[config.mk]
export PLATFORM = sky130hd
export DESIGN_NAME = irq_combiner
export DESIGN_NICKNAME = d
export VERILOG_FILES = /design/src/rtl/irq_combiner_pkg.sv /design/src/rtl/irq_combiner_level.sv /design/src/rtl/irq_combiner_regs.sv /design/src/rtl/irq_combiner_route.sv /design/src/rtl/irq_combiner.sv
export SDC_FILE = /design/constraint.sdc
export NUM_CORES = 1
export LEC_CHECK = 0
export ABC_AREA = 1
export BUFFER_PORTS_ARGS = -buffer_cell sky130_fd_sc_hd__buf_2
export CORE_MARGIN = 5
export CORE_UTILIZATION = 56
export CTS_CLUSTER_SIZE = 20
export DETAILED_ROUTE_END_ITERATION = 10
export PLACE_DENSITY = 0.85
export SETUP_SLACK_MARGIN = 0.2
export SYNTH_ARGS = -nofsm -noshare
export SYNTH_HDL_FRONTEND = slang
export SYNTH_SLANG_ARGS = --single-unit
[constraint.sdc]
create_clock -name clk_i -period 2.96 [get_ports clk_i]
set_input_delay 0.296 -clock clk_i [delete_from_list [all_inputs] [get_ports clk_i]]
set_output_delay 0.296 -clock clk_i [all_outputs]
set_load 0.03 [all_outputs]
[src/rtl/irq_combiner_pkg.sv]
package irq_combiner_pkg;
  localparam int unsigned NUM_LINES  = 32;
  localparam int unsigned WIN_ADDR_W = 12;
  localparam int unsigned WORD_IDX_W = WIN_ADDR_W - 2;

  typedef enum logic [WORD_IDX_W-1:0] {
    W_STATUS   = 'd0,
    W_RAW      = 'd1,
    W_EN_SET   = 'd2,
    W_EN_CLR   = 'd3,
    W_SOFT_SET = 'd4,
    W_SOFT_CLR = 'd5,
    W_FWD_SET  = 'd8,
    W_FWD_CLR  = 'd9
  } word_e;

  function automatic logic [NUM_LINES-1:0] band_mask(int unsigned lo, int unsigned hi);
    logic [NUM_LINES-1:0] m;
    m = '0;
    for (int unsigned i = 0; i < NUM_LINES; i++) begin
      if (i >= lo && i <= hi) m[i] = 1'b1;
    end
    return m;
  endfunction
endpackage

[src/rtl/irq_combiner_level.sv]
module irq_combiner_level #(
  parameter int unsigned W = 32
) (
  input  logic         clk_i,
  input  logic         rst_ni,
  input  logic [W-1:0] irq_i,
  output logic [W-1:0] raw_o
);
  always_ff @(posedge clk_i or negedge rst_ni) begin
    if (!rst_ni) raw_o <= '0;
    else         raw_o <= irq_i;
  end
endmodule

[src/rtl/irq_combiner_regs.sv]
module irq_combiner_regs
  import irq_combiner_pkg::*;
#(
  parameter int unsigned  W     = 32,
  parameter int unsigned  IDX_W = 10,
  parameter logic [W-1:0] BAND  = '0
) (
  input  logic             clk_i,
  input  logic             rst_ni,
  input  logic [IDX_W-1:0] word_i,
  input  logic             we_i,
  input  logic [W-1:0]     wdata_i,
  input  logic [W-1:0]     raw_i,
  output logic [W-1:0]     rdata_o,
  output logic [W-1:0]     mask_o,
  output logic [W-1:0]     fwd_o
);
  logic [W-1:0] mask_q, mask_d;
  logic [W-1:0] fwd_q, fwd_d;
  logic         wr_nonzero;

  assign wr_nonzero = |wdata_i;

  always_comb begin
    mask_d = mask_q;
    fwd_d  = fwd_q;
    if (we_i) begin
      case (word_i)
        W_EN_SET:   mask_d = mask_q | wdata_i;
        W_EN_CLR:   mask_d = mask_q & ~wdata_i;
        W_SOFT_SET: if (wr_nonzero) mask_d[0] = 1'b1;
        W_SOFT_CLR: if (wr_nonzero) mask_d[0] = 1'b0;
        W_FWD_SET:  fwd_d  = fwd_q | (wdata_i & BAND);
        W_FWD_CLR:  fwd_d  = fwd_q & ~wdata_i;
        default: ;
      endcase
    end
  end

  always_ff @(posedge clk_i or negedge rst_ni) begin
    if (!rst_ni) begin
      mask_q <= '0;
      fwd_q  <= '0;
    end else begin
      mask_q <= mask_d;
      fwd_q  <= fwd_d;
    end
  end

  // read path is combinational from current state
  always_comb begin
    case (word_i)
      W_STATUS:   rdata_o = raw_i & mask_q;
      W_RAW:      rdata_o = raw_i;
      W_EN_SET:   rdata_o = mask_q;
      W_SOFT_SET: rdata_o = W'(raw_i[0]);
      W_FWD_SET:  rdata_o = fwd_q;
      default:    rdata_o = '0;
    endcase
  end

  assign mask_o = mask_q;
  assign fwd_o  = fwd_q;
endmodule

[src/rtl/irq_combiner_route.sv]
module irq_combiner_route #(
  parameter int unsigned  W        = 32,
  parameter int unsigned  FWD_LO   = 21,
  parameter int unsigned  FWD_HI   = 30,
  parameter int unsigned  COMB_IDX = 31,
  parameter logic [W-1:0] BAND     = '0
) (
  input  logic [W-1:0] raw_i,
  input  logic [W-1:0] mask_i,
  input  logic [W-1:0] fwd_i,
  output logic [W-1:0] irq_o
);
  logic comb_req;
  logic unused_fwd_bits;

  assign comb_req        = |(raw_i & mask_i);
  assign unused_fwd_bits = ^(fwd_i & ~BAND);

  for (genvar i = 0; i < W; i++) begin : g_line
    if (i == COMB_IDX) begin : g_comb
      assign irq_o[i] = comb_req;
    end else if (i >= FWD_LO && i <= FWD_HI) begin : g_fwd
      assign irq_o[i] = raw_i[i] & fwd_i[i];
    end else begin : g_quiet
      assign irq_o[i] = 1'b0;
    end
  end
endmodule

[src/rtl/irq_combiner.sv]
module irq_combiner
  import irq_combiner_pkg::*;
#(
  parameter int unsigned FWD_LO   = 21,
  parameter int unsigned FWD_HI   = 30,
  parameter int unsigned COMB_IDX = 31
) (
  input  logic                  clk_i,
  input  logic                  rst_ni,
  input  logic [WIN_ADDR_W-1:0] addr_i,
  input  logic                  we_i,
  input  logic [NUM_LINES-1:0]  wdata_i,
  output logic [NUM_LINES-1:0]  rdata_o,
  input  logic [NUM_LINES-1:0]  irq_i,
  output logic [NUM_LINES-1:0]  irq_o
);
  localparam logic [NUM_LINES-1:0] BAND = band_mask(FWD_LO, FWD_HI);

  logic [NUM_LINES-1:0]  raw_q;
  logic [NUM_LINES-1:0]  mask_q;
  logic [NUM_LINES-1:0]  fwd_q;
  logic [WORD_IDX_W-1:0] word_idx;
  logic                  unused_byte_lane;

  assign word_idx         = addr_i[WIN_ADDR_W-1:2];
  assign unused_byte_lane = ^addr_i[1:0];

  irq_combiner_level #(.W(NUM_LINES)) i_level (
    .clk_i  (clk_i),
    .rst_ni (rst_ni),
    .irq_i  (irq_i),
    .raw_o  (raw_q)
  );

  irq_combiner_regs #(.W(NUM_LINES), .IDX_W(WORD_IDX_W), .BAND(BAND)) i_regs (
    .clk_i   (clk_i),
    .rst_ni  (rst_ni),
    .word_i  (word_idx),
    .we_i    (we_i),
    .wdata_i (wdata_i),
    .raw_i   (raw_q),
    .rdata_o (rdata_o),
    .mask_o  (mask_q),
    .fwd_o   (fwd_q)
  );

  irq_combiner_route #(
    .W(NUM_LINES), .FWD_LO(FWD_LO), .FWD_HI(FWD_HI), .COMB_IDX(COMB_IDX), .BAND(BAND)
  ) i_route (
    .raw_i  (raw_q),
    .mask_i (mask_q),
    .fwd_i  (fwd_q),
    .irq_o  (irq_o)
  );
endmodule

==> results of run 1 <==
## layer usage
metal	vias up	GRT usage, %	wire length, um
li1	2257	-	-
met1	2268	29.8	5390
met2	230	41.3	6620
met3	25	5.21	1030
met4	0	8.51	242
met5	-	0	0
## layout make-up
type	instances	area, sq um
clock buffer	10	138
clock inverter	6	66.3
fill	740	2910
inverter	113	424
multi-input combinational	424	1920
sequential	96	2400
tap	108	135
timing repair buffer	128	681
## worst paths after layout
path | from | endpoint | slack (ns) | depth (start not counted)
max in group asynchronous | rst_ni | i_level.raw_o[14] | 1.80 | 3
min reg2reg | i_regs.fwd_o[0] | i_regs.fwd_o[0] | 0.51 | 2
max | addr_i[11] | rdata_o[28] | 0.62 | 10
min in group asynchronous | rst_ni | i_level.raw_o[2] | 0.48 | 2
min | irq_i[15] | i_level.raw_o[15] | 0.03 | 1
max reg2reg | i_regs.mask_o[0] | i_regs.mask_o[0] | 1.86 | 5
## cells in the mapped netlist
| cell type | count | area, sq um |
|---|---|---|
| nor2_1 | 57 | 214 |
| nand3_1 | 26 | 130 |
| nor3_2 | 1 | 10.0 |
| nor2_4 | 1 | 11.3 |
| buf_4 | 22 | 165 |
| buf_6 | 3 | 33.8 |
| nand4_1 | 10 | 62.6 |
| inv_2 | 3 | 11.3 |
| dfrtp_1 | 96 | 2400 |
| nand2_1 | 207 | 777 |
| clkbuf_1 | 7 | 26.3 |
| o2111ai_1 | 32 | 280 |
| a21oi_1 | 31 | 155 |
| nor3_1 | 1 | 5.00 |
| clkinv_1 | 1 | 3.75 |
| conb_1 | 1 | 3.75 |
| buf_2 | 12 | 60.1 |
| o21ai_0 | 33 | 165 |
| inv_1 | 109 | 409 |
| nor2_2 | 1 | 6.26 |
| nor4_1 | 2 | 12.5 |
| or2_2 | 1 | 6.26 |
## repair_timing
action | in CTS | in global routing
endpoints found under the hold margin | 45 | 0
hold buffers | 1 | 0
endpoints found under the setup margin | 0 | 0
gates resized for setup | 0 | 0
## report_power, final
part           internal (mW)  leakage [nW]  switching [mW]
sequential              1.34          1.10          0.0180
clock                  0.419         0.107           0.480
combinational         0.0613          2.14           0.143
total                   1.82          3.35           0.641
## cell families after synthesis
group	after synthesis	share of synthesized area (%)
AOI/OAI and AO/OA	96	12.1
and+or+nand+nor	307	24.9
DFF	96	48.5
buffers and inverters	157	14.3
other	1	0.0757
==> results by group, run 1 <==
Worst setup path
  • Crit-path max FO: 12
  • CP cell instances: buf_2 -> nor2_4 -> nand2_1 -> nor2_2 -> nand2_1 -> inv_1 -> buf_4 -> nand2_1 -> o2111ai_1 -> buf_2
  • Critical Path Max Stage Delay: about 0.37 ns
  • Setup crit start kind: input port
  • CP most frequent cell: nand2_1
  • Crit path max-delay cell type: inv_1
  • Critical Path RT: ~2.7 ns
  • WP data arrival: around 2.0 ns
  • CP endpoint kind: primary output
  • Critical path class: input port to primary output
  • WP buf/inv: 4
  • CP delay by family, top: buffers and inverters

Routing
  • Residual DRC count: 0
  • WL per Instance: 15.0 um
  • DRT iter0 DRCs: about 360
  • Via density: ~5.4
  • Drt first pass iters: 5
  • Vias: 4780
  • Total Wirelength: 13300 um
  • Post-route antenna net violation count: 0

GRT
  • Initial antenna violation count: 0
  • First-pass GRT wire length: between 20000 and 25000 um
  • Gr usage total: between 20% and 30%
  • Largest net degree at the start of global routing: between 50 and 60
  • Vias in the first global route: 4800
  • Grt ovf: 0

Final layout
  • Final Instance Count excl. Fillers: just under 900
  • Share of post-route cells with drive strength above 1: just under 20%
  • Synth-to-layout area growth: 16.5%
  • Most frequent cells in the layout: nand2_1 (207), buf_2 (118), inv_1 (109), dfrtp_1 (96), nor2_1 (57)
  • Cell area after layout: approximately 5800 sq um
  • Most common cell after layout, fill and taps aside: nand2_1
  • Layout Nets: around 850
  • Inserted Diodes: 0
  • Post-layout util: approximately two thirds

Placed design
  • Dpl hpwl: ~9400 um
  • Placed insts: approximately 870
  • Placed inst area: 5550 sq um
  • Gpl congestion: 0.859
  • Pre-CTS setup slack: 0.660 ns
  • PortBufs: ~120

Clocking
  • CTS tree: yes
  • # Post-CTS Setup Buffers: 0
  • Root Buffer: clkbuf_8
  • Clock Pin Slew Worst Setup and Hold Paths: around 0.1 ns
  • Htree depth: 3
  • Clock latency at the later pin of the worst-skew pair: 0.36 ns
  • CTS Buffer Depth: 2
  • CTS sink count: 96
  • CTS buffer count: 9

STA
  • Clk_skew: 0 ns
  • Final hold vios: 0
  • Slew @ Worst Pin: between 0.6 and 0.7 ns
  • # setup viols final: 0
  • Final cycle utilization of the critical path: roughly 79%
  • Fin Setup TNS: 0 ns
  • WHS: between 0.02 and 0.03 ns
  • Unrepaired setup endpoints after global routing: no
  • Relative slew slack: 57.4%
  • Final worst setup slack: between 0.6 and 0.7 ns
  • Final Max Tran Viols: 0
  • Final Critical Period: between 2 and 2.5 ns
  • Fmax: ~430 MHz

Floorplanning
  • Starting Density: approximately 57%
  • Die area: ~11000 sq um
  • Boundary Pins: about 140
  • Die Y: 104 um
  • Core Footprint: between 8000 and 9000 sq um
  • Rows: 34
  • Die width: about 100 um

Yosys
  • Syn avg cell area: around 7.5 sq um
  • Syn Std Cell Area: 4950 sq um
  • Cells after Synth: approximately 660
  • Synthesis-stage register bit count: 96
  • Seq/Total Area, Yosys: 48.5%
  • Yosys cell types: 22
  • Yosys warnings: 0

Pwr
  • Tot Pwr: approximately 2.5 mW
  • PwrDens: 426 nW/um^2
  • Max VDD drop: slightly above 300 uV
  • LEAKAGE: 3.35 nW

Hold path
  • HP Class: input port to register

Flow run
  • Maxcap violations: 0

Status
  • Status: finished, final reports clean
(Power assumes the default switching activity.)
==> run 2, diff against run 1 <==
--- a/config.mk
+++ b/config.mk
@@ -8,10 +8,10 @@
 export ABC_AREA = 1
 export BUFFER_PORTS_ARGS = -buffer_cell sky130_fd_sc_hd__buf_2
 export CORE_MARGIN = 5
-export CORE_UTILIZATION = 56
+export CORE_UTILIZATION = 52
 export CTS_CLUSTER_SIZE = 20
 export DETAILED_ROUTE_END_ITERATION = 10
-export PLACE_DENSITY = 0.85
+export PLACE_DENSITY = 0.8
 export SETUP_SLACK_MARGIN = 0.2
 export SYNTH_ARGS = -nofsm -noshare
 export SYNTH_HDL_FRONTEND = slang
==> constraint.sdc (replaced) <==
create_clock -name clk_i -period 2.35 [get_ports clk_i]
set_input_delay 0.235 -clock clk_i [delete_from_list [all_inputs] [get_ports clk_i]]
set_output_delay 0.235 -clock clk_i [all_outputs]
set_load 0.03 [all_outputs]
==> results by group, run 2 (synthesis gave the netlist of run 1 again) <==
Status
  • Status: finished, final reports clean (unchanged)

Worst setup path
  • RR Startpoint: i_regs.mask_o[0] (unchanged)
  • Crit path max-delay cell type: o2111ai_1 (was inv_1)
  • Setup crit start kind: input port (unchanged)
  • CP most frequent cell: nand2_1 (unchanged)
  • WP buf/inv: 5 (was 4)
  • Critical Path RT: 2.12 ns (was 2.66 ns)
  • Critical path class: input port to primary output (unchanged)
  • CP delay by family, top: buffers and inverters (unchanged)
  • CP endpoint kind: primary output (unchanged)
  • Crit path from: addr_i[2] (was addr_i[11])
  • Critical Path Max Stage Delay: 0.29 ns (was 0.37 ns)
  • Crit-path max FO: 32 (was 12)
  • WP data arrival: 1.82 ns (was 2.04 ns)
  • Reg2Reg Depth: 5 (unchanged)
  • R2r endpoint: i_regs.mask_o[0] (unchanged)
  • CP cell instances: buf_2 -> inv_1 -> nand2_1 -> nor2_1 -> nand2_1 -> inv_1 -> nand2_1 -> buf_4 -> o2111ai_1 -> buf_2 (was buf_2 -> nor2_4 -> nand2_1 -> nor2_2 -> nand2_1 -> inv_1 -> buf_4 -> nand2_1 -> o2111ai_1 -> buf_2)
  • R2R setup slack: 1.28 ns (was 1.86 ns)

Clocking
  • # Post-CTS Setup Buffers: 0 (unchanged)
  • Htree depth: 3 (unchanged)
  • Root Buffer: clkbuf_8 (unchanged)
  • CTS buffer count: 9 (unchanged)
  • Clock Pin Slew Worst Setup and Hold Paths: 0.09 ns (was 0.10 ns)
  • CTS Buffer Depth: 2 (unchanged)
  • CTS sink count: 96 (unchanged)
  • CTS tree: yes (unchanged)
  • Clock latency at the later pin of the worst-skew pair: 0.37 ns (was 0.36 ns)

Final layout
  • Layout fillers: 771 (was 740)
  • Most common cell after layout, fill and taps aside: nand2_1 (unchanged)
  • Inserted Diodes: 0 (unchanged)
  • Post-layout util: 66.8% (was 66.5%)
  • Most frequent cells in the layout: nand2_1 (207), buf_2 (117), inv_1 (109), dfrtp_1 (96), nor2_1 (57) (was nand2_1 (207), buf_2 (118), inv_1 (109), dfrtp_1 (96), nor2_1 (57))
  • Layout Nets: 884 (was 851)
  • Share of post-route cells with drive strength above 1: 18.6% (was 19.3%)
  • Synth-to-layout area growth: 24.7% (was 16.5%)

STA
  • Final Max Tran Viols: 0 (unchanged)
  • Final cycle utilization of the critical path: between 80 and 90%
  • Slew @ Worst Pin: 0.625 ns (was 0.637 ns)
  • Clk_skew: 0 ns (unchanged)
  • Final hold vios: 0 (unchanged)
  • Relative slew slack: 58.3% (was 57.4%)
  • # setup viols final: 0 (unchanged)
  • Final Critical Period: 2.05 ns
  • Unrepaired setup endpoints after global routing: no (unchanged)
  • Fmax: 487 MHz
  • Fin Setup TNS: 0 ns (unchanged)

Pwr
  • LEAKAGE: 3.50 nW (was 3.35 nW)
  • Max VDD drop: 440 uV (was 303 uV)
  • PwrDens: 507 nW/um^2 (was 426 nW/um^2)

Placed design
  • PortBufs: 119 (unchanged)
  • Dpl hpwl: 9260 um (was 9440 um)
  • Gpl congestion: 0.876 (was 0.859)

Hold path
  • HP Class: input port to register (unchanged)
  • Hold depth: 3 (was 1)
  • Hold path start: wdata_i[21] (was irq_i[15])

Routing
  • Vias: 4826 (was 4780)
  • Post-route antenna net violation count: 0 (unchanged)
  • DRT iter0 DRCs: 345 (was 363)
  • Via density: 5.14 (was 5.40)
  • Total Wirelength: 13800 um (was 13300 um)
  • Residual DRC count: 0 (unchanged)
  • Drt first pass iters: 6 (was 5)
  • WL per Instance: 14.6 um (was 15.0 um)

GRT
  • Largest net degree at the start of global routing: 97 (was 52)
  • Initial antenna violation count: 0 (unchanged)
  • Gr usage total: 24.2% (was 24.0%)
  • Grt ovf: 0 (unchanged)
  • First-pass GRT wire length: 22200 um (was 21600 um)
  • Vias in the first global route: 4792 (was 4800)

Floorplanning
  • Core Footprint: 9240 sq um (was 8680 sq um)
  • Die area: 11600 sq um (was 10800 sq um)
  • Boundary Pins: 143 (unchanged)
  • Die Y: 108 um (was 104 um)
  • Starting Density: 53.6% (was 57.1%)
  • Die width: 108 um (was 104 um)
  • Rows: 35 (was 34)

Flow run
  • Maxcap violations: 0 (unchanged)
run 2: changes by cell type in the layout (fill, tap and decap cells not counted), moves of 2 or more:
cell,change
dlygate4sd3_1,+32
clkinv_2,-2
o2111ai_1,-2
o2111ai_2,+2
inv_6,-2
buf_4,-2
buf_12,+3
clkbuf_1,+3
run 2: cell type report:
class	count	area, sq um	area share (%)
flip-flops and latches	96	2400	38.9
multi-input cells	424	1940	31.4
repair buffers	161	1050	17.0
inverters	113	424	6.87
clock buffers	14	163	2.63
well taps	129	161	2.61
clock inverters	2	37.5	0.608
run 2: where the power goes:
| part | total [mW] | internal (mW) | switching [mW] |
|---|---|---|---|
| sequential | 1.71 | 1.68 | 0.0227 |
| combinational | 0.300 | 0.112 | 0.188 |
| clock | 1.12 | 0.553 | 0.569 |
| total | 3.13 | 2.35 | 0.780 |
run 2: routing by layer:
| metal | part of all wire, % | vias up | GRT usage [%] |
|---|---|---|---|
| li1 | - | 2325 | - |
| met1 | 39 | 2247 | 28.7 |
| met2 | 51 | 225 | 43.7 |
| met3 | 8.3 | 29 | 5.76 |
| met4 | 1.7 | 0 | 6.67 |
| met5 | 0 | - | 0 |
run 2: how the worst max path moves through the flow:
stage                        endpoint  cells after the start
after floorplan            rdata_o[0]                      8
after global placement    rdata_o[17]                     10
after detailed placement  rdata_o[17]                     10
after CTS                   irq_o[31]                      5
after global routing      rdata_o[26]                     10
final                     rdata_o[26]                     10
run 2: per-stage QoR:
step / hold WS (ns) / cell area (sq um) / instances / power, mW / worst slack, ns
floorplan: -0.0606 / 5030 / 677 / 1.87 / 0.656
global placement: 0.328 / 5620 / 890 / 1.99 / 0.456
detailed placement: 0.330 / 5620 / 890 / 1.99 / 0.356
CTS: 0.114 / 6150 / 939 / 3.15 / 0.274
global route: 0.140 / 6180 / 939 / 3.25 / 0.207
finish: 0.128 / 6180 / 939 / 3.13 / 0.298
run 2: what timing repair did:
action                     4_1_cts  5_1_grt
hold buffers                    33        0
hold endpoints to repair       128        0
setup endpoints to repair        0        3
gates resized for setup          0        4
run 2: worst min-delay path, stage by stage:
cell     delay [ns]
buf_2          0.10
nand3_1        0.07
nand2_1        0.06
==> run 3, diff against run 2 <==
--- a/config.mk
+++ b/config.mk
@@ -8,10 +8,9 @@
 export ABC_AREA = 1
 export BUFFER_PORTS_ARGS = -buffer_cell sky130_fd_sc_hd__buf_2
 export CORE_MARGIN = 5
-export CORE_UTILIZATION = 52
+export CORE_UTILIZATION = 40
 export CTS_CLUSTER_SIZE = 20
 export DETAILED_ROUTE_END_ITERATION = 10
-export PLACE_DENSITY = 0.8
 export SETUP_SLACK_MARGIN = 0.2
 export SYNTH_ARGS = -nofsm -noshare
 export SYNTH_HDL_FRONTEND = slang
==> results by group, run 3 (synthesis gave the netlist of run 1 again) <==
Status
  • Status: finished, final reports clean (unchanged)

Routing
  • DRT iter0 DRCs: 302 (was 345)
  • Post-route antenna net violation count: 0 (unchanged)
  • Vias: 4617 (was 4826)
  • Via density: 4.74 (was 5.14)
  • Drt first pass iters: 4 (was 6)
  • Total Wirelength: 13800 um (about the same)
  • Residual DRC count: 0 (unchanged)
  • WL per Instance: 14.2 um (was 14.6 um)

Pwr
  • Internal power: 2.75 mW (was 2.35 mW)
  • NetSw: 0.813 mW (was 0.780 mW)
  • Flop pwr share: 47.9% (was 54.6%)
  • Max VDD drop: 362 uV (was 440 uV)
  • LEAKAGE: 3.53 nW (was 3.50 nW)
  • Combinational power share: 8.1% (was 9.6%)
  • Net Sw Frac: 22.8% (was 24.9%)
  • Clock share of power: 44.0% (was 35.9%)
  • PwrDens: 569 nW/um^2 (was 507 nW/um^2)

Worst setup path
  • Crit-path max FO: 32 (unchanged)
  • CP cell instances: buf_2 -> nor2_1 -> nand2_1 -> inv_2 -> nand2_1 -> inv_1 -> nand2_1 -> buf_4 -> o2111ai_1 -> buf_2 (was buf_2 -> inv_1 -> nand2_1 -> nor2_1 -> nand2_1 -> inv_1 -> nand2_1 -> buf_4 -> o2111ai_1 -> buf_2)
  • WP data arrival: 1.78 ns (was 1.82 ns)
  • Setup crit start kind: input port (unchanged)
  • Critical path class: input port to primary output (unchanged)
  • CP endpoint kind: primary output (unchanged)
  • Critical Path Max Stage Delay: 0.31 ns (was 0.29 ns)
  • Critical Path RT: 2.12 ns (about the same)
  • CP most frequent cell: nand2_1 (unchanged)
  • Crit path max-delay cell type: o2111ai_1 (unchanged)

GRT
  • First-pass GRT wire length: 22500 um (was 22200 um)
  • Largest net degree at the start of global routing: 53 (was 97)
  • Grt ovf: 0 (unchanged)
  • Initial antenna violation count: 1 (was 0)
  • Vias in the first global route: 4669 (was 4792)
  • Gr usage total: 19.2% (was 24.2%)

Clocking
  • CTS tree: yes (unchanged)
  • CTS Buffer Depth: 2 (unchanged)
  • Htree depth: 3 (unchanged)
  • CTS buffer count: 9 (unchanged)
  • # Post-CTS Setup Buffers: 0 (unchanged)
  • Root Buffer: clkbuf_16 (was clkbuf_8)
  • CTS sink count: 96 (unchanged)
  • Clock latency at the later pin of the worst-skew pair: 0.33 ns (was 0.37 ns)
  • Clock Pin Slew Worst Setup and Hold Paths: 0.06 ns (was 0.09 ns)

STA
  • Final Max Tran Viols: 0 (unchanged)
  • # setup viols final: 0 (unchanged)
  • Final cycle utilization of the critical path: 85.5% (was 87.3%)
  • Unrepaired setup endpoints after global routing: no (unchanged)
  • Fmax: 497 MHz (was 487 MHz)
  • Final Critical Period: 2.01 ns (was 2.05 ns)
  • Clk_skew: 0 ns (unchanged)
  • Final hold vios: 0 (unchanged)
  • Slew @ Worst Pin: 0.708 ns (was 0.625 ns)
  • Final worst setup slack: 0.340 ns (was 0.298 ns)
  • Relative slew slack: 52.8% (was 58.3%)
  • Fin Setup TNS: 0 ns (unchanged)

Floorplanning
  • Die width: 121 um (was 108 um)
  • Rows: 40 (was 35)
  • Starting Density: 41.0% (was 53.6%)
  • Die area: 14700 sq um (was 11600 sq um)
  • Boundary Pins: 143 (unchanged)
  • Core Footprint: 12100 sq um (was 9240 sq um)
  • Die Y: 121 um (was 108 um)

Placed design
  • Gpl congestion: 0.852 (was 0.876)
  • PortBufs: 119 (unchanged)
  • Pre-CTS setup slack: 0.336 ns (was 0.356 ns)
  • Dpl hpwl: 9600 um (was 9260 um)

Final layout
  • Most common cell after layout, fill and taps aside: nand2_1 (unchanged)
  • Share of post-route cells with drive strength above 1: 18.8% (was 18.6%)
  • Synth-to-layout area growth: 26.6% (was 24.7%)
  • Layout fillers: 1182 (was 771)
  • Inserted Diodes: 0 (unchanged)
  • Layout Nets: 881 (was 884)
  • Most frequent cells in the layout: nand2_1 (207), buf_2 (118), inv_1 (109), dfrtp_1 (96), nor2_1 (57) (was nand2_1 (207), buf_2 (117), inv_1 (109), dfrtp_1 (96), nor2_1 (57))

Hold path
  • HP Class: input port to register (unchanged)

Flow run
  • Maxcap violations: 0 (unchanged)
## run 3: cell count changes in the layout (fill, tap and decap cells not counted), moves of 2 or more
cell / change
buf_12: -2
buf_4: +4
clkbuf_16: +9
clkbuf_8: -10
dlygate4sd3_1: -6
o2111ai_1: +2
o2111ai_2: -2
## run 3: worst paths after layout
check                                 start           endpoint  slack (ns)  cells after the start
setup / recovery                  addr_i[7]        rdata_o[17]        0.34                     10
hold / removal                    irq_i[22]  i_level.raw_o[22]        0.01                      1
setup reg to reg           i_regs.mask_o[0]   i_regs.mask_o[0]        1.28                      5
hold reg to reg             i_regs.fwd_o[7]    i_regs.fwd_o[7]        0.49                      2
max in group asynchronous            rst_ni    i_regs.fwd_o[4]        1.18                      3
min in group asynchronous            rst_ni   i_level.raw_o[3]        0.47                      2
## run 3: area by class of cell
class	count	area (sq um)	share of cell area (%)
sequential	96	2400	38.3
multi-input combinational	424	1930	30.8
timing repair buffer	158	987	15.8
inverter	113	424	6.77
clock buffer	13	250	3.99
tap	168	210	3.35
clock inverter	3	65.1	1.04
## run 3: per-layer routing
layer,wire length (um),up-vias,GRT usage (%)
met4,146,2,4.76
met5,7,-,0
li1,-,2315,-
met2,6800,133,33.1
met1,6070,2150,24.6
met3,803,17,4.15
## run 3: worst max-delay path, delay by kind of cell
family          cells  cell delay [ns]
compound gates      1             0.31
simple gates        4             0.37
buf+inv             5             0.85
## run 3: power groups by stage
stage	registers (mW)	logic (mW)	clock network (mW)
final	1.71	0.290	1.57
after floorplan	1.73	0.140	0
after global placement	1.74	0.253	0
after CTS	1.71	0.293	1.60
after global routing	1.71	0.325	1.66
after detailed placement	1.74	0.257	0
## run 3: timing repair
action,in CTS,in global routing
setup endpoints to repair,0,3
hold buffers,27,0
gates resized for setup,0,2
endpoints found under the hold margin,77,0
## run 3: through the flow
stage	std cells	power (mW)	util [%]	cell area, sq um	hold WS (ns)
detailed placement	932	2.00	47.0	5670	0.329
finish	975	3.57	52.0	6270	0.0115
global route	975	3.70	52.0	6270	0.00207
CTS	975	3.60	51.9	6260	0.00187
global placement	932	1.99	47.0	5670	0.331
floorplan	677	1.87	-	5030	-0.0606
